## config.mk

```make
export PLATFORM = sky130hd
export DESIGN_NAME = cmd_pkt_fifo
export DESIGN_NICKNAME = d
export VERILOG_FILES = /design/src/rtl/cpf_pkg.sv /design/src/rtl/cpf_thresh.sv /design/src/rtl/cpf_store.sv /design/src/rtl/cpf_ctrl.sv /design/src/rtl/cmd_pkt_fifo.sv
export SDC_FILE = /design/constraint.sdc
export NUM_CORES = 1
export LEC_CHECK = 0
export BUFFER_PORTS_ARGS = -buffer_cell sky130_fd_sc_hd__buf_2
export CAP_MARGIN = 20
export CORE_MARGIN = 2
export CORE_UTILIZATION = 46
export CTS_CLUSTER_DIAMETER = 200
export CTS_CLUSTER_SIZE = 8
export DETAILED_ROUTE_END_ITERATION = 6
export HOLD_SLACK_MARGIN = 0.02
export MAX_ROUTING_LAYER = met4
export PLACE_DENSITY_LB_ADDON = 0.1
export SLEW_MARGIN = 20
export SYNTH_ARGS = -nofsm -noshare
export SYNTH_HDL_FRONTEND = slang
export SYNTH_HIERARCHICAL = 1
export SYNTH_SLANG_ARGS = --single-unit
```

## constraint.sdc

```tcl
create_clock -name clk -period 5.9 [get_ports clk]
set_input_delay 1.18 -clock clk [delete_from_list [all_inputs] [get_ports clk]]
set_output_delay 1.18 -clock clk [all_outputs]
set_load 0.05 [all_outputs]
```

## src/rtl/cpf_pkg.sv

```systemverilog
package cpf_pkg;

    // Value shown on the read port while nothing is stored
    localparam logic [7:0] CPF_EMPTY_BYTE = 8'hFF;

    // Map a raw captured threshold onto 1..depth; 0 and oversize fall back to depth
    function automatic int unsigned cpf_clamp_thr(input int unsigned raw,
                                                  input int unsigned depth);
        if (raw == 0 || raw > depth) begin
            return depth;
        end
        return raw;
    endfunction

    // Circular pointer advance over 0..depth-1
    function automatic int unsigned cpf_ptr_next(input int unsigned ptr,
                                                 input int unsigned depth);
        if (ptr >= depth - 1) begin
            return 0;
        end
        return ptr + 1;
    endfunction

endpackage

```

## src/rtl/cpf_thresh.sv

```systemverilog
module cpf_thresh
    import cpf_pkg::*;
#(
    parameter int unsigned DEPTH    = 12,
    parameter int unsigned THR_BITS = 4,
    parameter int unsigned CNT_W    = $clog2(DEPTH + 1)
) (
    input  logic                clk,
    input  logic                rst_n,
    input  logic                drq_i,
    input  logic [THR_BITS-1:0] raw_thr_i,
    output logic [CNT_W-1:0]    thr_o
);

    typedef struct packed {
        logic             drq;
        logic [CNT_W-1:0] thr;
    } thr_state_t;

    thr_state_t st_d, st_q;
    logic       drq_rise;

    always_comb begin
        st_d     = st_q;
        drq_rise = drq_i && !st_q.drq;
        st_d.drq = drq_i;
        if (drq_rise) begin
            st_d.thr = CNT_W'(cpf_clamp_thr(int'(raw_thr_i), DEPTH));
        end
    end

    always_ff @(posedge clk or negedge rst_n) begin
        if (!rst_n) begin
            st_q.drq <= 1'b0;
            st_q.thr <= CNT_W'(DEPTH);
        end else begin
            st_q <= st_d;
        end
    end

    assign thr_o = st_q.thr;

    AST_THR_IN_RANGE: assert property (@(posedge clk) disable iff (!rst_n)
        (st_q.thr != '0) && (st_q.thr <= CNT_W'(DEPTH)));

    AST_THR_EDGE_ONLY: assert property (@(posedge clk) disable iff (!rst_n)
        !(drq_i && !st_q.drq) |=> $stable(st_q.thr));

endmodule

```

## src/rtl/cpf_store.sv

```systemverilog
module cpf_store
    import cpf_pkg::*;
#(
    parameter int unsigned DEPTH  = 12,
    parameter int unsigned DATA_W = 8,
    parameter int unsigned PTR_W  = (DEPTH > 1) ? $clog2(DEPTH) : 1
) (
    input  logic              clk,
    input  logic              rst_n,
    input  logic              push_i,
    input  logic              pop_i,
    input  logic [DATA_W-1:0] wdata_i,
    output logic [DATA_W-1:0] head_o
);

    typedef struct packed {
        logic [PTR_W-1:0] wr_ptr;
        logic [PTR_W-1:0] rd_ptr;
    } ptr_state_t;

    ptr_state_t st_d, st_q;
    logic [DATA_W-1:0] slot_q [DEPTH];

    always_comb begin
        st_d = st_q;
        if (push_i) begin
            st_d.wr_ptr = PTR_W'(cpf_ptr_next(int'(st_q.wr_ptr), DEPTH));
        end
        if (pop_i) begin
            st_d.rd_ptr = PTR_W'(cpf_ptr_next(int'(st_q.rd_ptr), DEPTH));
        end
    end

    always_ff @(posedge clk or negedge rst_n) begin
        if (!rst_n) begin
            st_q <= '0;
        end else begin
            st_q <= st_d;
        end
    end

    // One register per slot, each loaded by its own decoded write enable
    for (genvar gi = 0; gi < DEPTH; gi++) begin : g_slot
        logic slot_we;
        assign slot_we = push_i && (st_q.wr_ptr == PTR_W'(gi));
        always_ff @(posedge clk) begin
            if (slot_we) begin
                slot_q[gi] <= wdata_i;
            end
        end
    end

    assign head_o = slot_q[st_q.rd_ptr];

    AST_PTR_BOUNDS: assert property (@(posedge clk) disable iff (!rst_n)
        (st_q.wr_ptr < PTR_W'(DEPTH)) && (st_q.rd_ptr < PTR_W'(DEPTH)));

    AST_RD_PTR_MOVES_ON_POP: assert property (@(posedge clk) disable iff (!rst_n)
        !pop_i |=> $stable(st_q.rd_ptr));

endmodule

```

## src/rtl/cpf_ctrl.sv

```systemverilog
module cpf_ctrl #(
    parameter int unsigned DEPTH = 12,
    parameter int unsigned CNT_W = $clog2(DEPTH + 1)
) (
    input  logic             clk,
    input  logic             rst_n,
    input  logic             host_wr_i,
    input  logic             up_rd_i,
    input  logic [CNT_W-1:0] thr_i,
    output logic             push_o,
    output logic             pop_o,
    output logic             empty_o,
    output logic             done_o,
    output logic             not_empty_n_o
);

    typedef struct packed {
        logic [CNT_W-1:0] count;
        logic             done;
        logic             nempty_n;
    } ctrl_state_t;

    ctrl_state_t st_d, st_q;
    logic        room;
    logic        holding;

    always_comb begin
        st_d    = st_q;
        room    = (st_q.count != CNT_W'(DEPTH));
        holding = (st_q.count != '0);
        push_o  = host_wr_i && !st_q.done && room;
        pop_o   = up_rd_i && holding;

        unique case ({push_o, pop_o})
            2'b10:   st_d.count = st_q.count + 1'b1;
            2'b01:   st_d.count = st_q.count - 1'b1;
            default: st_d.count = st_q.count;
        endcase

        if (st_d.count == '0) begin
            st_d.done = 1'b0;
        end else if (push_o && (st_d.count >= thr_i)) begin
            st_d.done = 1'b1;
        end

        st_d.nempty_n = (st_d.count == '0);
    end

    always_ff @(posedge clk or negedge rst_n) begin
        if (!rst_n) begin
            st_q.count    <= '0;
            st_q.done     <= 1'b0;
            st_q.nempty_n <= 1'b1;
        end else begin
            st_q <= st_d;
        end
    end

    assign empty_o       = !holding;
    assign done_o        = st_q.done;
    assign not_empty_n_o = st_q.nempty_n;

    AST_NO_OVERFLOW: assert property (@(posedge clk) disable iff (!rst_n)
        st_q.count <= CNT_W'(DEPTH));

    AST_REJECT_WHEN_DONE: assert property (@(posedge clk) disable iff (!rst_n)
        (st_q.done && host_wr_i && !up_rd_i) |=> $stable(st_q.count));

    AST_EMPTY_READ_INERT: assert property (@(posedge clk) disable iff (!rst_n)
        (!holding && up_rd_i && !host_wr_i) |=> (st_q.count == '0));

    AST_SIMUL_HOLD: assert property (@(posedge clk) disable iff (!rst_n)
        (push_o && pop_o) |=> $stable(st_q.count));

    AST_DONE_FROM_WRITE: assert property (@(posedge clk) disable iff (!rst_n)
        $rose(st_q.done) |-> $past(push_o));

    AST_FLAG_HAS_DATA: assert property (@(posedge clk) disable iff (!rst_n)
        !st_q.nempty_n |-> (st_q.count != '0));

endmodule

```

## src/rtl/cmd_pkt_fifo.sv

```systemverilog
module cmd_pkt_fifo
    import cpf_pkg::*;
#(
    parameter int unsigned DEPTH    = 12,
    parameter int unsigned DATA_W   = 8,
    parameter int unsigned BCNT_W   = 16,
    parameter int unsigned THR_BITS = 4
) (
    input  logic              clk,
    input  logic              rst_n,
    input  logic              host_wr_i,
    input  logic [DATA_W-1:0] host_wdata_i,
    input  logic              up_rd_i,
    output logic [DATA_W-1:0] up_rdata_o,
    input  logic              drq_i,
    input  logic [BCNT_W-1:0] byte_count_i,
    input  logic              irq_en_i,
    output logic              not_empty_n_o,
    output logic              xfer_end_n_o,
    output logic              pkt_done_o,
    output logic              irq_o
);

    localparam int unsigned CNT_W = $clog2(DEPTH + 1);

    logic [CNT_W-1:0]  thr;
    logic              push;
    logic              pop;
    logic              empty;
    logic              done;
    logic              nempty_n;
    logic [DATA_W-1:0] head;

    cpf_thresh #(
        .DEPTH    (DEPTH),
        .THR_BITS (THR_BITS),
        .CNT_W    (CNT_W)
    ) u_thresh (
        .clk       (clk),
        .rst_n     (rst_n),
        .drq_i     (drq_i),
        .raw_thr_i (byte_count_i[THR_BITS-1:0]),
        .thr_o     (thr)
    );

    cpf_ctrl #(
        .DEPTH (DEPTH),
        .CNT_W (CNT_W)
    ) u_ctrl (
        .clk           (clk),
        .rst_n         (rst_n),
        .host_wr_i     (host_wr_i),
        .up_rd_i       (up_rd_i),
        .thr_i         (thr),
        .push_o        (push),
        .pop_o         (pop),
        .empty_o       (empty),
        .done_o        (done),
        .not_empty_n_o (nempty_n)
    );

    cpf_store #(
        .DEPTH  (DEPTH),
        .DATA_W (DATA_W)
    ) u_store (
        .clk     (clk),
        .rst_n   (rst_n),
        .push_i  (push),
        .pop_i   (pop),
        .wdata_i (host_wdata_i),
        .head_o  (head)
    );

    assign up_rdata_o    = empty ? DATA_W'(CPF_EMPTY_BYTE) : head;
    assign not_empty_n_o = nempty_n;
    assign pkt_done_o    = done;
    assign xfer_end_n_o  = !done;
    assign irq_o         = irq_en_i && !nempty_n;

    AST_EMPTY_SHOWS_FILL: assert property (@(posedge clk) disable iff (!rst_n)
        nempty_n |-> (up_rdata_o == DATA_W'(CPF_EMPTY_BYTE)));

    AST_DONE_IMPLIES_DATA: assert property (@(posedge clk) disable iff (!rst_n)
        done |-> !nempty_n);

endmodule

```

Word-level counts from Yosys, hierarchy flattened
Memory sizes are Yosys's and may differ from the RTL's.
Cells that the tools add are included.

word-level totals
  bits in latches = 0
  output and inout bits = 12
  RAM bits = 96
  input bits = 30
  logic and storage cells = 139
  memory bits (read-only) = 0
  memories kept = 1
  register bits after elaboration = 19

operators by class
  multipliers = 0
  $add $sub $neg = 4
  shift-type cells = 0
  reduce and logical (&&, ||, !) cells = 38
  bitwise operators = 0
  equality and inequality tests = 14
  multiplexer cells = 71
  $lt $le $gt $ge = 4
  divide/modulo/power cells = 0

memories
  memory          depth  width  read ports  clocked after memory_dff  write ports  RTL line         text
  u_store.slot_q  12     8      1           0                         1            cpf_store.sv:22  logic [DATA_W-1:0] slot_q [DEPTH];

operators with widths
  operator                                                   number
  2-to-1 mux 8 bit                                           12
  OR reduction 8 bit                                         11
  2-to-1 mux 4 bit                                           15
  2-to-1 mux 1 bit                                           43
  logical AND 1 bit                                          18
  equality test 4 x 3 -> 1 bit (second input constant)       4
  equality test 4 bit (second input constant)                4
  adder 4 x 1 -> 4 bit (second input constant)               3
  zero test 4 bit                                            3
  equality test 4 x 2 -> 1 bit (second input constant)       2
  greater-or-equal comparator 4 bit (second input constant)  2
  one-hot mux 4 bit (2 select lines)                         1
  equality test 4 x 1 -> 1 bit (second input constant)       1
  greater-or-equal comparator 4 bit                          1
  > comparator 4 bit (second input constant)                 1
  != test 4 bit (second input constant)                      1
  nonzero test 4 bit                                         1
  subtractor 4 x 1 -> 4 bit (second input constant)          1
  zero test 1 bit                                            3
  equality test 2 x 1 -> 1 bit (second input constant)       1
  equality test 2 bit (second input constant)                1
  nonzero test 2 bit                                         1
  logical OR 1 bit                                           1

Longest topological paths before layout
Gate-level depths: netlist (run 1).

  depth in word-level cells = 18
  gate-level depth with buffers = 14
  mapped depth without buffers = 14

By module
The synthesis (run 1) kept the hierarchy.

modules (own cells, without submodules)
  module        seq. area each (sq um)  times used  cells an instance  area an instance (sq um)
  cpf_store     3083.0                  1           246                4272.8
  cpf_ctrl      151.4                   1           49                 467.9
  cpf_thresh    127.6                   1           20                 249.0
  cmd_pkt_fifo  0.0                     1           10                 60.1

Least setup slack after synthesis (run 1)
No wires, ideal clock.

  path type = input to register
  start point = in host_wr_i
  end point = reg, netlist name u_ctrl/done_o
  required time = 5.770 ns
  cell stages on the path = 14
  data arrival time = 3.347 ns
  library setup time = 0.130 ns
  buffers on the path = 0
  slack = 2.424 ns
  cells stage by stage = inv_1 a311oi_2 inv_1 ha_1 ha_1 nand3_1 and4b_1 a21oi_2 xor2_1 inv_1 ha_1 o21ai_1 a21oi_1 a2bb2oi_1

RTL lines
  item             RTL line            text
  start, declared  cmd_pkt_fifo.sv:11  input logic host_wr_i,

Worst setup path in the final report (run 1)
  start point = reg u_store/st_q[0] in the netlist's numbering
  end point = out up_rdata_o[6]

on the way
  longest elaborated chain between the ends = 2

RTL lines
  item                    RTL line            text
  start, declared         cpf_store.sv:21     ptr_state_t st_d, st_q;
  start signal, assigned  cpf_store.sv:38     st_q <= st_d;
  memory (12 x 8 bit)     n/a
  via head[6]             cmd_pkt_fifo.sv:32  logic [DATA_W-1:0] head;
  2-to-1 mux 8 bit        cmd_pkt_fifo.sv:74  assign up_rdata_o = empty ? DATA_W'(CPF_EMPTY_BYTE) : head;
  end, declared           cmd_pkt_fifo.sv:14  output logic [DATA_W-1:0] up_rdata_o,

The timed path passes the listed nets, and every way through them passes these cells.

==> metrics.yaml, run 1 <==
run_status:
  status: "completed"
sta:
  worstMarginPinSlew_ps: 1110
  relSlewSlack_pct: 25.5
  timing.final.max_slew_violations: 0
  fin_crit_ps: 4140
  hold_violations: 0
  max_freq_mhz: 242
  fin_skew_ps: 8.42
  finalSetupViolations: 0
  fin_setup_tns_ps: 0
  rsz0062_at_grt: "no"
  hold_ws_ps: 506
  min_period_over_period_pct: 70.2
detailed_routing:
  vias: 2748
  wl_um: 9930
  wl_met3_um: 298
  drc: 0
  wl_per_cell_um: 19.5
  viasPerCell: 5.40
  drt_iter0_markers: 150
  ant_nets: 0
  firstDrtPassIters: 4
  dr.max_layer_used: "met4"
  wl_met2_um: 4810
  met1_length_um: 4600
floorplanning:
  coreArea_sq_mm: 0.0108
  num_rows: 38
  ioPinCount: 42
  die_w_um: 109
  die_h_um: 109
  dieArea_sq_mm: 0.0118
  start_util_pct: 46.8
worst_setup_path:
  crit_slowest_cell: "dfrtp_2"
  worstPathRequired_ps: 4720
  crit_cells: 6
  r2r_slack_ps: 2240
  start_kind: "flop"
  crit_buf_inv: 2
  path_max_fanout: 22
  crit_type: "flop to output port"
  cpLargestDelayFamily: "flip-flops"
  ff2ff_path_depth: 14
  cp.arrival_ps: 2960
  critPathCaptureType: "output port"
  timing.rr.start: "u_ctrl/st_q[2]"
  cp_cell_sequence: "buf_4 -> mux4_2 -> nand2_1 -> o31ai_2 -> or2_1 -> buf_2"
  cpPeakStageDelay_ps: 730
  timing.rr.end: "u_ctrl/done_o"
min_path:
  min_from: "u_thresh/thr_o[1]"
  hold_end: "u_thresh/thr_o[1]"
  hold_class: "flop to flop"
  min_path_cells: 1
final_layout:
  regArea_sq_mm: 0.00336
  final_net_count: 400
  num_antenna_cells: 0
  syn_to_final_growth_pct: 13.6
  drive_gt1_share_pct: 27.1
  multiInputGateArea_sq_mm: 0.00151
  fill_cells: 901
placed_design:
  dp_hpwl_um: 6290
  gp_congestion: 0.838
  io_buffers: 29
synth:
  synth_edf_count: 96
  syn_inst: 325
  synth_warnings: 6
  synth_cell_types: 45
  yosys_most_used_dff: "edfxtp_1"
  synth.ff_latch_count: 115
  syn_nets: 368
  synth_area_leaders: "edfxtp_1 (57%), dfrtp_1 (7.9%), mux2_2 (4.5%)"
  synth.most_common_cell: "edfxtp_1"
  synth.largest_area_cell: "edfxtp_1"
  synthesis.area_sq_mm: 0.00505
  synth-seq-area-share_pct: 66.6
  yosysTopAreaCellShare_pct: 57.1
  synth_common_cells: "edfxtp_1 (96), mux2_2 (20), nand2_1 (19)"
  synth.avg_cell_area_sq_um: 15.5
  async_flop_share_pct: 16.5
global_routing:
  grt_pass1_wl_um: 15300
  antenna_found_initial: 0
  grt_max_degree: 23
  grt_pass1_vias: 2795
  track_usage_pct: 19.1
  gr-total-overflow: 0
cts:
  clock-sinks: 115
  cts-buffers-inserted: 17
  clk_latency_ps: 510
  clockBufferDepth: 2
  ctsResizeCount: 0
  cts_hold_buf: 0
  clkSlewWorstSetupHoldPaths_ps: 50
  clockRootBuffer: "clkbuf_8"
  cts_max_level: 4
  post_cts_buffers: 0
  cts_tree: "done"
power_and_ir_drop:
  ir_drop_uv: 318
  cellLeakagePower_nw: 2.09
  power_mw: 3.06
  power_density_mw_per_mm2: 533
run:
  maxCapViolations: 0
[worst register-to-register path, cell delays in order, from the launching register on]
cell	delay (ps)
dfrtp_1	480
nor2_2	70
a311oi_2	780
inv_1	110
ha_1	310
ha_1	350
a21oi_1	220
and4b_1	250
a21oi_2	40
xor2_1	200
inv_1	90
ha_1	270
o21ai_1	60
a21oi_1	170
a2bb2oi_1	160
[through the flow]
step	setup slack [ps]	cell area, sq um	instances	utilization, %
2_1_floorplan	2420	5050	325	-
3_3_place_gp	1690	5260	478	48.8
3_5_place_dp	1610	5260	478	48.8
4_1_cts	1700	5740	509	53.2
5_1_grt	1630	5740	509	53.2
6_report	1760	5740	509	53.2
[cells by family after synthesis]
logic type / after synthesis / synth area share [%]
fa+ha+maj: 13 / 3.37
flops: 115 / 66.6
mux: 44 / 11.2
xor+xnor: 3 / 0.520
buf+inv: 32 / 3.79
simple gates: 67 / 6.79
compound gates: 51 / 7.76
[state kept, by name (all words and copies together) (netlist names)]
name and count:
u_store/st_q 8, u_ctrl/st_q 4, u_ctrl/not_empty_n_o 1, u_thresh/st_q 1, u_store/slot_q 96, u_ctrl/done_o 1
u_thresh/thr_o 4
[layout make-up]
| cell class | instances | share of cell area [%] |
|---|---|---|
| Sequential cell | 115 | 58.6 |
| Clock inverter | 8 | 0.676 |
| Timing Repair Buffer | 31 | 2.79 |
| Tap cell | 140 | 3.05 |
| Multi-Input combinational cell | 178 | 26.3 |
| Clock buffer | 23 | 7.61 |
| Inverter | 14 | 0.916 |
[how the worst max path moves through the flow]
stage,from,to,slack (ps)
2_1_floorplan,host_wr_i,u_ctrl/done_o,2420
3_3_place_gp,host_wr_i,u_ctrl/done_o,1690
3_5_place_dp,host_wr_i,u_ctrl/done_o,1610
4_1_cts,u_store/st_q[0],up_rdata_o[6],1700
5_1_grt,u_store/st_q[0],up_rdata_o[1],1630
6_report,u_store/st_q[0],up_rdata_o[6],1760
[report_power, final]
group / switching [mW] / total [mW] / internal, mW / leakage (nW)
clock network: 0.320 / 0.823 / 0.503 / 0.232
logic: 0.684 / 1.10 / 0.417 / 0.768
registers: 0.146 / 1.13 / 0.988 / 1.09
[routing by layer]
metal	vias to the layer above	global-route usage (%)
met5	-	-
met4	0	8.15
met3	17	5.26
met2	44	29.4
met1	1386	23.8
li1	1301	-
[placed cells by master (no fill, tap or decap), types with 4 or more instances in the layout]
master	synthesis	routed
nor2b_1	4	4
clkinv_2	0	4
nand2_1	19	19
a22o_1	8	8
mux2_2	20	20
mux4_2	8	8
nor2_1	11	11
o22ai_1	9	9
buf_2	4	29
nand3_1	6	6
edfxtp_1	96	96
dfrtp_1	16	15
inv_1	14	14
clkbuf_1	3	6
ha_1	12	12
clkbuf_16	0	16
o21ai_0	13	13
o31ai_2	8	8
or2_1	8	8
mux2i_1	16	16
Power figures use the tool's default switching activity.
==> inputs of run 2 (changes only) <==
Settings changed: ABC_AREA set to 1.
Clock period 5.9 ns to 4 ns, I/O delays scaled along.
==> metrics.yaml, run 2 <==
sta:
  worstMarginPinSlew_ps: 1060  # -57.0 ps
  fin_skew_ps: 6.18  # -2.24 ps
  finalSetupViolations: 0  # unchanged
  max_freq_mhz: 319
  hold_ws_ps: 331  # -175 ps
  min_period_over_period_pct: 78.3
  fin_crit_ps: 3130
  hold_violations: 0  # unchanged
  timing.final.max_slew_violations: 0  # unchanged
  fin_setup_tns_ps: 0  # unchanged
  rsz0062_at_grt: "no"
  relSlewSlack_pct: 29.3  # +3.8 points
run:
  maxCapViolations: 0  # unchanged
synth:
  synth-seq-area-share_pct: 62.8  # -3.8 points
  syn_inst: 546  # +68%
  synth.most_common_cell: "nand2_1"
  synth_cell_types: 27  # -40%
  syn_nets: 589  # +60%
  synth_warnings: 6  # unchanged
  synth_edf_count: 96  # unchanged
  synth_area_leaders: "edfxtp_1 (54%), nand2_1 (8.8%), dfrtp_1 (7.5%)"
  yosysTopAreaCellShare_pct: 53.9  # -3.2 points
  synth.largest_area_cell: "edfxtp_1"
  synth_common_cells: "nand2_1 (125), edfxtp_1 (96), inv_1 (95)"
  synth.avg_cell_area_sq_um: 9.80  # -37%
  async_flop_share_pct: 16.5  # unchanged
  yosys_most_used_dff: "edfxtp_1"
  synth.ff_latch_count: 115  # unchanged
  synthesis.area_sq_mm: 0.00535  # +6.0%
detailed_routing:
  drt_iter0_markers: 291  # +94%
  vias: 3660  # +33%
  wl_met3_um: 513  # +72%
  wl_um: 11700  # +18%
  wl_per_cell_um: 15.9  # -18%
  firstDrtPassIters: 4  # unchanged
  drc: 0  # unchanged
  met1_length_um: 5300  # +15%
  ant_nets: 0  # unchanged
  viasPerCell: 4.99  # -7.5%
  dr.max_layer_used: "met4"
  wl_met2_um: 5670  # +18%
final_layout:
  layout_common_cells: "nand2_1 (125), edfxtp_1 (96), inv_1 (95)"
  regArea_sq_mm: 0.00336  # about the same
  utilization_pct: 54.4  # +1.2 points
  multiInputGateArea_sq_mm: 0.00146  # -3.2%
  drive_gt1_share_pct: 13.1  # -14 points
  instances_no_fill: 733  # +44%
  largest_reg_flops: 96  # unchanged
  reg.largest.list: "u_store/slot_q: 96 flops, u_store/st_q: 8 flops"
  final_net_count: 620  # +55%
  regMostFlops: "u_store/slot_q"
  syn_to_final_growth_pct: 15.5
  final_common_cell: "nand2_1"
  fill_cells: 1024  # +14%
  num_antenna_cells: 0  # unchanged
worst_setup_path:
  cp.arrival_ps: 3440  # +480 ps
  crit_type: "flop to flop"
  critPathCaptureType: "flop"
  worstPathRequired_ps: 4310  # -410 ps
  r2r_slack_ps: 870  # -1370 ps
  ff2ff_path_depth: 17  # +3
  timing.rr.start: "u_ctrl/st_q[2]"
  start_kind: "flop"
  path_max_fanout: 7  # -68%
  timing.rr.end: "u_ctrl/done_o"
global_routing:
  gr-total-overflow: 0  # unchanged
  track_usage_pct: 21.2  # +2.1 points
  grt_pass1_wl_um: 19100  # +25%
  grt_max_degree: 59  # +160%
  grt_pass1_vias: 3680  # +32%
  antenna_found_initial: 0  # unchanged
cts:
  ctsResizeCount: 0  # unchanged
  clockBufferDepth: 2  # unchanged
  clk_latency_ps: 410  # -100 ps
  cts-buffers-inserted: 17  # unchanged
  clockRootBuffer: "clkbuf_16"
  clock-sinks: 115  # unchanged
  cts_max_level: 4  # unchanged
  cts_hold_buf: 0  # unchanged
  clkSlewWorstSetupHoldPaths_ps: 50  # about the same
  cts_tree: "done"
  post_cts_buffers: 0  # unchanged
run_status:
  status: "completed"
floorplanning:
  dieArea_sq_mm: 0.0125  # +5.8%
  num_rows: 39  # +2.6%
  die_w_um: 112  # +2.8%
  start_util_pct: 47.1  # +0.28 points
  die_h_um: 112  # +2.8%
  coreArea_sq_mm: 0.0114  # +5.3%
  ioPinCount: 42  # unchanged
placed_design:
  placed_cells: 701  # +47%
  gp_congestion: 0.796  # -5.0%
  dp_hpwl_um: 7030  # +12%
  io_buffers: 29  # unchanged
power_and_ir_drop:
  cellLeakagePower_nw: 2.75  # +32%
  ir_drop_uv: 809  # +150%
  power_mw: 4.98  # +63%
  power_density_mw_per_mm2: 805  # +51%
min_path:
  hold_class: "primary input to async pin"
[run 2: routing by layer]
metal  vias up  global-route usage, %
li1       1824                      -
met1      1748                   26.3
met2        73                   33.5
met3        15                   5.23
met4         0                   8.56
met5         -                      -
[run 2: through the flow]
step | area (sq um) | setup WS [ps]
after floorplan | 5350 | 1130
after global placement | 5570 | 769
after detailed placement | 5570 | 685
after CTS | 6180 | 830
after global routing | 6180 | 571
final | 6180 | 868
[run 2: worst max path at each step]
stage | from | endpoint | slack, ps | cells after the start
6_report | u_ctrl/st_q[2] | u_ctrl/done_o | 870 | 17
5_1_grt | u_ctrl/st_q[3] | u_ctrl/done_o | 570 | 17
4_1_cts | u_ctrl/st_q[2] | u_ctrl/done_o | 830 | 17
3_5_place_dp | up_rd_i | u_ctrl/done_o | 680 | 18
3_3_place_gp | host_wr_i | u_ctrl/done_o | 770 | 20
2_1_floorplan | host_wr_i | u_ctrl/done_o | 1130 | 18
[run 2: power by group]
| group | total [mW] | switching, mW | internal [mW] |
|---|---|---|---|
| clock | 1.54 | 0.501 | 1.03 |
| sequential | 1.49 | 0.0751 | 1.42 |
| combinational | 1.95 | 1.42 | 0.529 |
| total | 4.98 | 2.00 | 2.98 |
[run 2: cells by family after synthesis]
family	after synthesis	share of synthesized area [%]
AOI/OAI and AO/OA	44	4.30
adders and majority gates	13	3.18
buffers and inverters	124	9.84
DFF	115	62.8
and+or+nand+nor	250	19.9
[run 2: worst max-delay path, stage by stage, from the launching register on]
cell and delay, ps:
dfrtp_1 460, nor4_1 440, nor2_1 210, ha_1 300, ha_1 340, a21oi_1 190
nand3_1 100, nand3_1 110, nand2_1 100, ha_1 300, nand2_1 70, inv_1 50
o21ai_0 70, nand3_1 80, nand2_1 70, nand2_1 50, nand2_1 60, inv_1 30
[run 2: layout make-up]
type / instances / share of cell area (%)
well taps: 143 / 2.89
multi-input cells: 307 / 23.7
flip-flops and latches: 115 / 54.4
inverters: 102 / 6.23
repair buffers: 34 / 2.95
clock inverters: 11 / 2.12
clock buffers: 21 / 7.77
